[src/rtl/fsq_pkg.sv]
`timescale 1ns/1ps
package fsq_pkg;

  typedef enum logic [1:0] {
    SRC_STEP   = 2'd0,
    SRC_MARK   = 2'd1,
    SRC_END    = 2'd2,
    SRC_RESUME = 2'd3
  } addr_src_e;

  // priority: mark, then end, then resume, else step
  function automatic addr_src_e pick_src(input logic mark, input logic fin,
                                         input logic resume);
    if (mark)        return SRC_MARK;
    else if (fin)    return SRC_END;
    else if (resume) return SRC_RESUME;
    else             return SRC_STEP;
  endfunction

  function automatic int unsigned sat_inc(input int unsigned v,
                                          input int unsigned top);
    return (v >= top) ? top : v + 1;
  endfunction

endpackage

[src/rtl/fsq_byte_timer.sv]
`timescale 1ns/1ps
module fsq_byte_timer #(
  parameter int BITS_PER_BYTE = 8
) (
  input  logic clk,
  input  logic rst,
  output logic byte_stb
);
  localparam int DW = (BITS_PER_BYTE > 1) ? $clog2(BITS_PER_BYTE) : 1;
  localparam logic [DW-1:0] LAST = DW'(BITS_PER_BYTE - 1);

  logic [DW-1:0] phase_q;

  always_ff @(posedge clk) begin
    if (rst)                phase_q <= '0;
    else if (phase_q == LAST) phase_q <= '0;
    else                    phase_q <= phase_q + 1'b1;
  end

  assign byte_stb = (phase_q == LAST);


  stb_spacing_chk: assert property (@(posedge clk) disable iff (rst)
    byte_stb |=> !byte_stb);
endmodule

[src/rtl/fsq_addr_sel.sv]
`timescale 1ns/1ps
module fsq_addr_sel
  import fsq_pkg::*;
#(
  parameter int          AW         = 7,
  parameter logic [AW-1:0] MARK_BASE   = 7'h01,
  parameter logic [AW-1:0] END_BASE    = 7'h7E,
  parameter logic [AW-1:0] RESUME_BASE = 7'h11
) (
  input  logic          clk,
  input  logic          rst,
  input  logic          byte_stb,
  input  logic          sector_mark,
  input  logic          seq_end,
  output logic [AW-1:0] base_addr
);
  logic          mark_pend_q;
  logic          resume_q;
  logic [AW-1:0] base_q;
  logic          mark_seen;
  addr_src_e     src;

  assign mark_seen = mark_pend_q | sector_mark;
  assign src       = pick_src(mark_seen, seq_end, resume_q);

  always_ff @(posedge clk) begin
    if (rst) begin
      mark_pend_q <= 1'b0;
      resume_q    <= 1'b0;
      base_q      <= '0;
    end else if (byte_stb) begin
      mark_pend_q <= 1'b0;
      resume_q    <= (src == SRC_END);
      unique case (src)
        SRC_MARK:   base_q <= MARK_BASE;
        SRC_END:    base_q <= END_BASE;
        SRC_RESUME: base_q <= RESUME_BASE;
        default:    base_q <= base_q + 1'b1;
      endcase
    end else begin
      mark_pend_q <= mark_seen;
    end
  end

  assign base_addr = base_q;


  base_reset_chk: assert property (@(posedge clk) rst |=> (base_q == '0));

  base_hold_chk: assert property (@(posedge clk) disable iff (rst)
    !byte_stb |=> $stable(base_q));

  end_load_chk: assert property (@(posedge clk) disable iff (rst)
    (byte_stb && !mark_seen && seq_end) |=> (base_q == END_BASE));

  mark_first_chk: assert property (@(posedge clk) disable iff (rst)
    (byte_stb && mark_seen) |=> (base_q == MARK_BASE && !resume_q));
endmodule

[src/rtl/fsq_branch_ctl.sv]
`timescale 1ns/1ps
module fsq_branch_ctl
  import fsq_pkg::*;
#(
  parameter int          CW        = 4,
  parameter int          PAT_W     = 8,
  parameter logic [PAT_W-1:0] SYNC_PAT = 8'b1100_1100
) (
  input  logic          clk,
  input  logic          rst,
  input  logic          byte_stb,
  input  logic          cnt_load,
  input  logic [CW-1:0] cnt_field,
  input  logic          br_sync,
  input  logic          sync_win,
  input  logic          rd_data,
  output logic          branch
);
  localparam int unsigned TOP = (1 << CW) - 1;

  logic [CW-1:0]    cnt_q;
  logic             gate_q;
  logic             found_q;
  logic [PAT_W-2:0] hist_q;
  logic             load_now;
  logic             sync_hit;
  logic             at_top;

  assign load_now = byte_stb & cnt_load;
  assign sync_hit = sync_win & ({hist_q, rd_data} == SYNC_PAT);
  assign at_top   = (cnt_q == CW'(TOP));

  always_ff @(posedge clk) begin
    if (rst) begin
      cnt_q   <= '0;
      gate_q  <= 1'b0;
      found_q <= 1'b0;
      hist_q  <= '0;
    end else begin
      hist_q <= {hist_q[PAT_W-3:0], rd_data};
      if (load_now) begin
        cnt_q   <= cnt_field;
        gate_q  <= 1'b0;
        found_q <= 1'b0;
      end else begin
        if (byte_stb) begin
          cnt_q  <= CW'(sat_inc(int'(cnt_q), TOP));
          gate_q <= gate_q | br_sync;
        end
        if (sync_hit) found_q <= 1'b1;
      end
    end
  end

  assign branch = (gate_q & sync_win) ? found_q : at_top;


  top_hold_chk: assert property (@(posedge clk) disable iff (rst)
    (at_top && !load_now) |=> at_top);

  count_step_chk: assert property (@(posedge clk) disable iff (rst)
    (byte_stb && !load_now && !at_top) |=> (cnt_q == $past(cnt_q) + 1'b1));

  found_window_chk: assert property (@(posedge clk) disable iff (rst)
    $rose(found_q) |-> $past(sync_win));

  load_clears_chk: assert property (@(posedge clk) disable iff (rst)
    load_now |=> (!gate_q && !found_q));
endmodule

[src/rtl/fmtseq_branch.sv]
`timescale 1ns/1ps
module fmtseq_branch #(
  parameter int BITS_PER_BYTE = 8,
  parameter int ADDR_W        = 8,
  parameter int CNT_W         = 4
) (
  input  logic             clk,
  input  logic             rst,
  input  logic             sector_mark,
  input  logic             seq_end,
  input  logic             cnt_load,
  input  logic [CNT_W-1:0] cnt_field,
  input  logic             br_sync,
  input  logic             sync_win,
  input  logic             rd_data,
  output logic [ADDR_W-1:0] seq_addr
);
  localparam int BW = ADDR_W - 1;

  logic          byte_stb;
  logic [BW-1:0] base_addr;
  logic          branch;

  fsq_byte_timer #(.BITS_PER_BYTE(BITS_PER_BYTE)) u_timer (
    .clk(clk), .rst(rst), .byte_stb(byte_stb)
  );

  fsq_addr_sel #(
    .AW(BW),
    .MARK_BASE(BW'(7'h01)),
    .END_BASE(BW'(7'h7E)),
    .RESUME_BASE(BW'(7'h11))
  ) u_addr (
    .clk(clk), .rst(rst), .byte_stb(byte_stb),
    .sector_mark(sector_mark), .seq_end(seq_end),
    .base_addr(base_addr)
  );

  fsq_branch_ctl #(.CW(CNT_W)) u_branch (
    .clk(clk), .rst(rst), .byte_stb(byte_stb),
    .cnt_load(cnt_load), .cnt_field(cnt_field),
    .br_sync(br_sync), .sync_win(sync_win), .rd_data(rd_data),
    .branch(branch)
  );

  assign seq_addr = {branch, base_addr};


  gate_blocks_chk: assert property (@(posedge clk) disable iff (rst)
    (sync_win && $stable(sync_win) && $past(br_sync && byte_stb && !cnt_load)
     && !$past(seq_addr[ADDR_W-1])) |-> !seq_addr[ADDR_W-1]);
endmodule

[config.mk]
export PLATFORM = sky130hd
export DESIGN_NAME = fmtseq_branch
export DESIGN_NICKNAME = d
export VERILOG_FILES = /design/src/rtl/fsq_pkg.sv /design/src/rtl/fsq_byte_timer.sv /design/src/rtl/fsq_addr_sel.sv /design/src/rtl/fsq_branch_ctl.sv /design/src/rtl/fmtseq_branch.sv
export SDC_FILE = /design/constraint.sdc
export NUM_CORES = 1
export LEC_CHECK = 0
export BUFFER_PORTS_ARGS = -buffer_cell sky130_fd_sc_hd__buf_4
export CELL_PAD_IN_SITES_DETAIL_PLACEMENT = 2
export CELL_PAD_IN_SITES_GLOBAL_PLACEMENT = 2
export CORE_MARGIN = 10
export CORE_UTILIZATION = 32
export DETAILED_ROUTE_END_ITERATION = 8
export PLACE_DENSITY_LB_ADDON = 0.1
export SYNTH_ARGS = -nofsm -noshare
export SYNTH_HDL_FRONTEND = slang
export SYNTH_SLANG_ARGS = --single-unit
export TNS_END_PERCENT = 1
[constraint.sdc]
create_clock -name clk -period 1.8 [get_ports clk]
set_input_delay 0 -clock clk [delete_from_list [all_inputs] [get_ports clk]]
set_output_delay 0 -clock clk [all_outputs]
set_load 0.01 [all_outputs]
==> metrics <==
run status=complete, no violations; final core occ=42.2%; Syn Area/Cell=9.23 µm²; clk sinks=25; drt initial violations=70; worst-margin pin slew=481 ps; Root Buffer=clkbuf_4; Clk Latency, worst-skew pair=320 ps; final hold violation count=0; Post-CTS Resized=0; gr ovfl total=0; commonest non-fill, non-tap cell in the layout=dfxtp_1; Reg2Reg Depth=4; max_cap viols=0; most frequent cells in the layout=dfxtp_1, buf_4, a21oi_1, nor2b_1, nand2_1; Ports=20; Worst R2R Start=u_addr.base_addr[1]; Hold Path Stages=3; Post-Synthesis Cell Area=1130 µm²; met1 GRT Util=12.0%; r2r setup slk=120 ps; port bufs=19; HP Start=cnt_field[3]; worst hold margin=11.0 ps; internal power=0.690 mW; slowest stage cell, crit path=or4_1; routed vias/inst=5.32; clock period minus worst slack=1680 ps; Sequential Power Share=63.2%; Final GP Congestion=0.765; WP data required=2030 ps; core area=3390 µm²; TritonCTS Buffers=3; Leakage=0.583 nW; post-synth net total=139; RSZ-0062 raised after global routing=false; Max H-tree Level=1; CTS tree=built; PD cells=632 nW/µm²; drt drc=0; Hold Path End=u_branch.cnt_q[3]; data arrival time of the critical path=1910 ps; fin crit share=93.2%; via count=1048; clock buffer depth=2; row cnt=21; worst clock skew=11.6 ps; worst-path maximum fanout=6; ant diodes=0; first-pass GRT wire length=5.64 mm; FMAX=0.596 GHz; initial antenna violation count=0; DRT Wirelength=3.44 mm; combinational fraction of design power=8.8%; Max VDD drop=0.328 mV; grt peak-use layer=met2; worst-path cell chain=ha_1, nand4_2, or4_1, a311oi_1; kind of critical path=reg -> reg; HPWL after DPL=2.51 mm; Pre-antenna DRT Iters=3; Avg WL per Cell=17.5 µm; Initial Utilization=33.5%; relative slew slack=67.7%; # Post-CTS Setup Buffers=0; Global Route Usage Sum=11.0%; Nets=168; CP endpoint kind=register; pin count of the biggest net entering global routing=21; Synth Register Bits=25; sequential element share of the synthesized area=44.1%; vias in the first global route=1166; die width=79.6 µm; Die Area=6330 µm²; Reg-to-Reg End=u_addr.base_addr[6]; Psw=0.214 mW; Final Slew Violations=0; CP startpoint kind=register; Hold Crit Class=in -> reg; layout overhead on the synthesized area=26.1%; clock power share=27.9%; yosys synthesis warning count=0; met3 GRT Util=3.60%; Final TNS setup=0 ps; DRT antenna net count=0; met2 Use GR=20.0%; Mapped Cells=123; share of post-route cells with drive strength above 1=22.5%; slowest cell delay on critical path=500 ps; DIE HEIGHT=79.6 µm; Net Sw Frac=23.7%; clk slew on worst S/H paths=140 ps; setup violators final=0; Yosys cell types=42
[per-layer routing]
metal / part of all wire (%) / vias up / wire [µm]
met5: 0 / - / 0
met4: 0.64 / 0 / 22
met3: 4.7 / 2 / 160
met2: 50 / 16 / 1730
met1: 44 / 518 / 1530
li1: - / 512 / -
[power by group through the flow]
stage / Clock (mW) / Combinational [mW] / Sequential [mW]
detailed placement: 0 / 0.0698 / 0.584
global placement: 0 / 0.0664 / 0.583
finish: 0.253 / 0.0798 / 0.572
CTS: 0.266 / 0.0801 / 0.572
floorplan: 0 / 0.0335 / 0.582
global route: 0.291 / 0.0892 / 0.574
[kinds of logic after synthesis]
group	synth area share (%)
compound gates	20.2
fa+ha+maj	4.41
buf+inv	4.19
flops	44.1
mux	0.882
simple gates	26.2
[sequential cells by signal, summed over array words and instances (netlist names)]
signal and count:
u_addr.base_addr 7, u_addr.mark_pend_q 1, u_addr.resume_q 1, u_branch.cnt_q 4
u_branch.found_q 1, u_branch.gate_q 1, u_branch.hist_q 7, u_timer.phase_q 3
[layout make-up]
type                            count  area (µm²)
Fill cell                         364        1960
Multi-Input combinational cell     87         587
Sequential cell                    25         500
Timing Repair Buffer               30         240
Tap cell                           46        57.6
Clock buffer                        3        22.5
Inverter                            5        18.8
Clock inverter                      1        5.00
[worst max-delay path, delay by kind of cell, from the launching register on]
kind,cells,cell delay (ps)
and+or+nand+nor,2,660
adders and majority gates,1,290
AOI/OAI and AO/OA,1,210
DFF,1,440
[worst max path at each step]
stage / startpoint / depth (start not counted) / end
after floorplan: u_addr.base_addr[0] / 4 / u_addr.base_addr[6]
after global placement: u_addr.base_addr[1] / 4 / u_addr.base_addr[6]
after detailed placement: u_addr.base_addr[1] / 4 / u_addr.base_addr[6]
after CTS: u_addr.base_addr[1] / 4 / u_addr.base_addr[6]
after global routing: u_addr.base_addr[1] / 4 / u_addr.base_addr[6]
final: u_addr.base_addr[1] / 4 / u_addr.base_addr[6]
[repair_timing]
action,4_1_cts,5_1_grt
endpoints found under the hold margin,10,0
hold buffers,6,0
endpoints found under the setup margin,0,0
[stage by stage]
step / setup WS [ps] / power, mW / area [µm²] / std cells
floorplan: 245 / 0.616 / 1130 / 123
global placement: 254 / 0.650 / 1340 / 187
detailed placement: 151 / 0.654 / 1340 / 187
CTS: 123 / 0.918 / 1430 / 197
global route: 37.2 / 0.955 / 1430 / 197
finish: 122 / 0.904 / 1430 / 197
[synth_stat cells (all sizes together)]
cell / instances / area share [%]
nor3b: 1 / 0.66
nand3b: 1 / 0.66
o2111a: 1 / 0.99
a211oi: 1 / 0.66
a311oi: 2 / 1.5
ha: 4 / 4.4
o21a: 2 / 1.3
nand4: 3 / 2.2
o221ai: 2 / 1.5
a221o: 1 / 0.88
nor3: 2 / 0.88
or4: 1 / 0.66
mux2i: 1 / 0.88
a41oi: 1 / 0.77
a21oi: 11 / 4.9
clkbuf: 3 / 0.99
nand2b: 2 / 1.1
and2b: 1 / 0.77
a31oi: 2 / 1.1
buf: 3 / 1.5
nor4b: 1 / 0.77
nor4bb: 1 / 0.88
nor4: 2 / 1.7
nand4bb: 2 / 2.0
a22oi: 1 / 0.66
o21ai: 4 / 1.8
dfxtp: 25 / 44
nand2: 8 / 2.6
nand3: 6 / 2.6
o221a: 1 / 0.99
a31o: 1 / 0.77
nor2b: 9 / 5.0
inv: 5 / 1.7
and3: 3 / 1.8
nor2: 6 / 2.0
a211o: 1 / 0.77
o31ai: 1 / 0.66
a311o: 1 / 0.88
No activity file was read; power rests on OpenSTA's default activity.
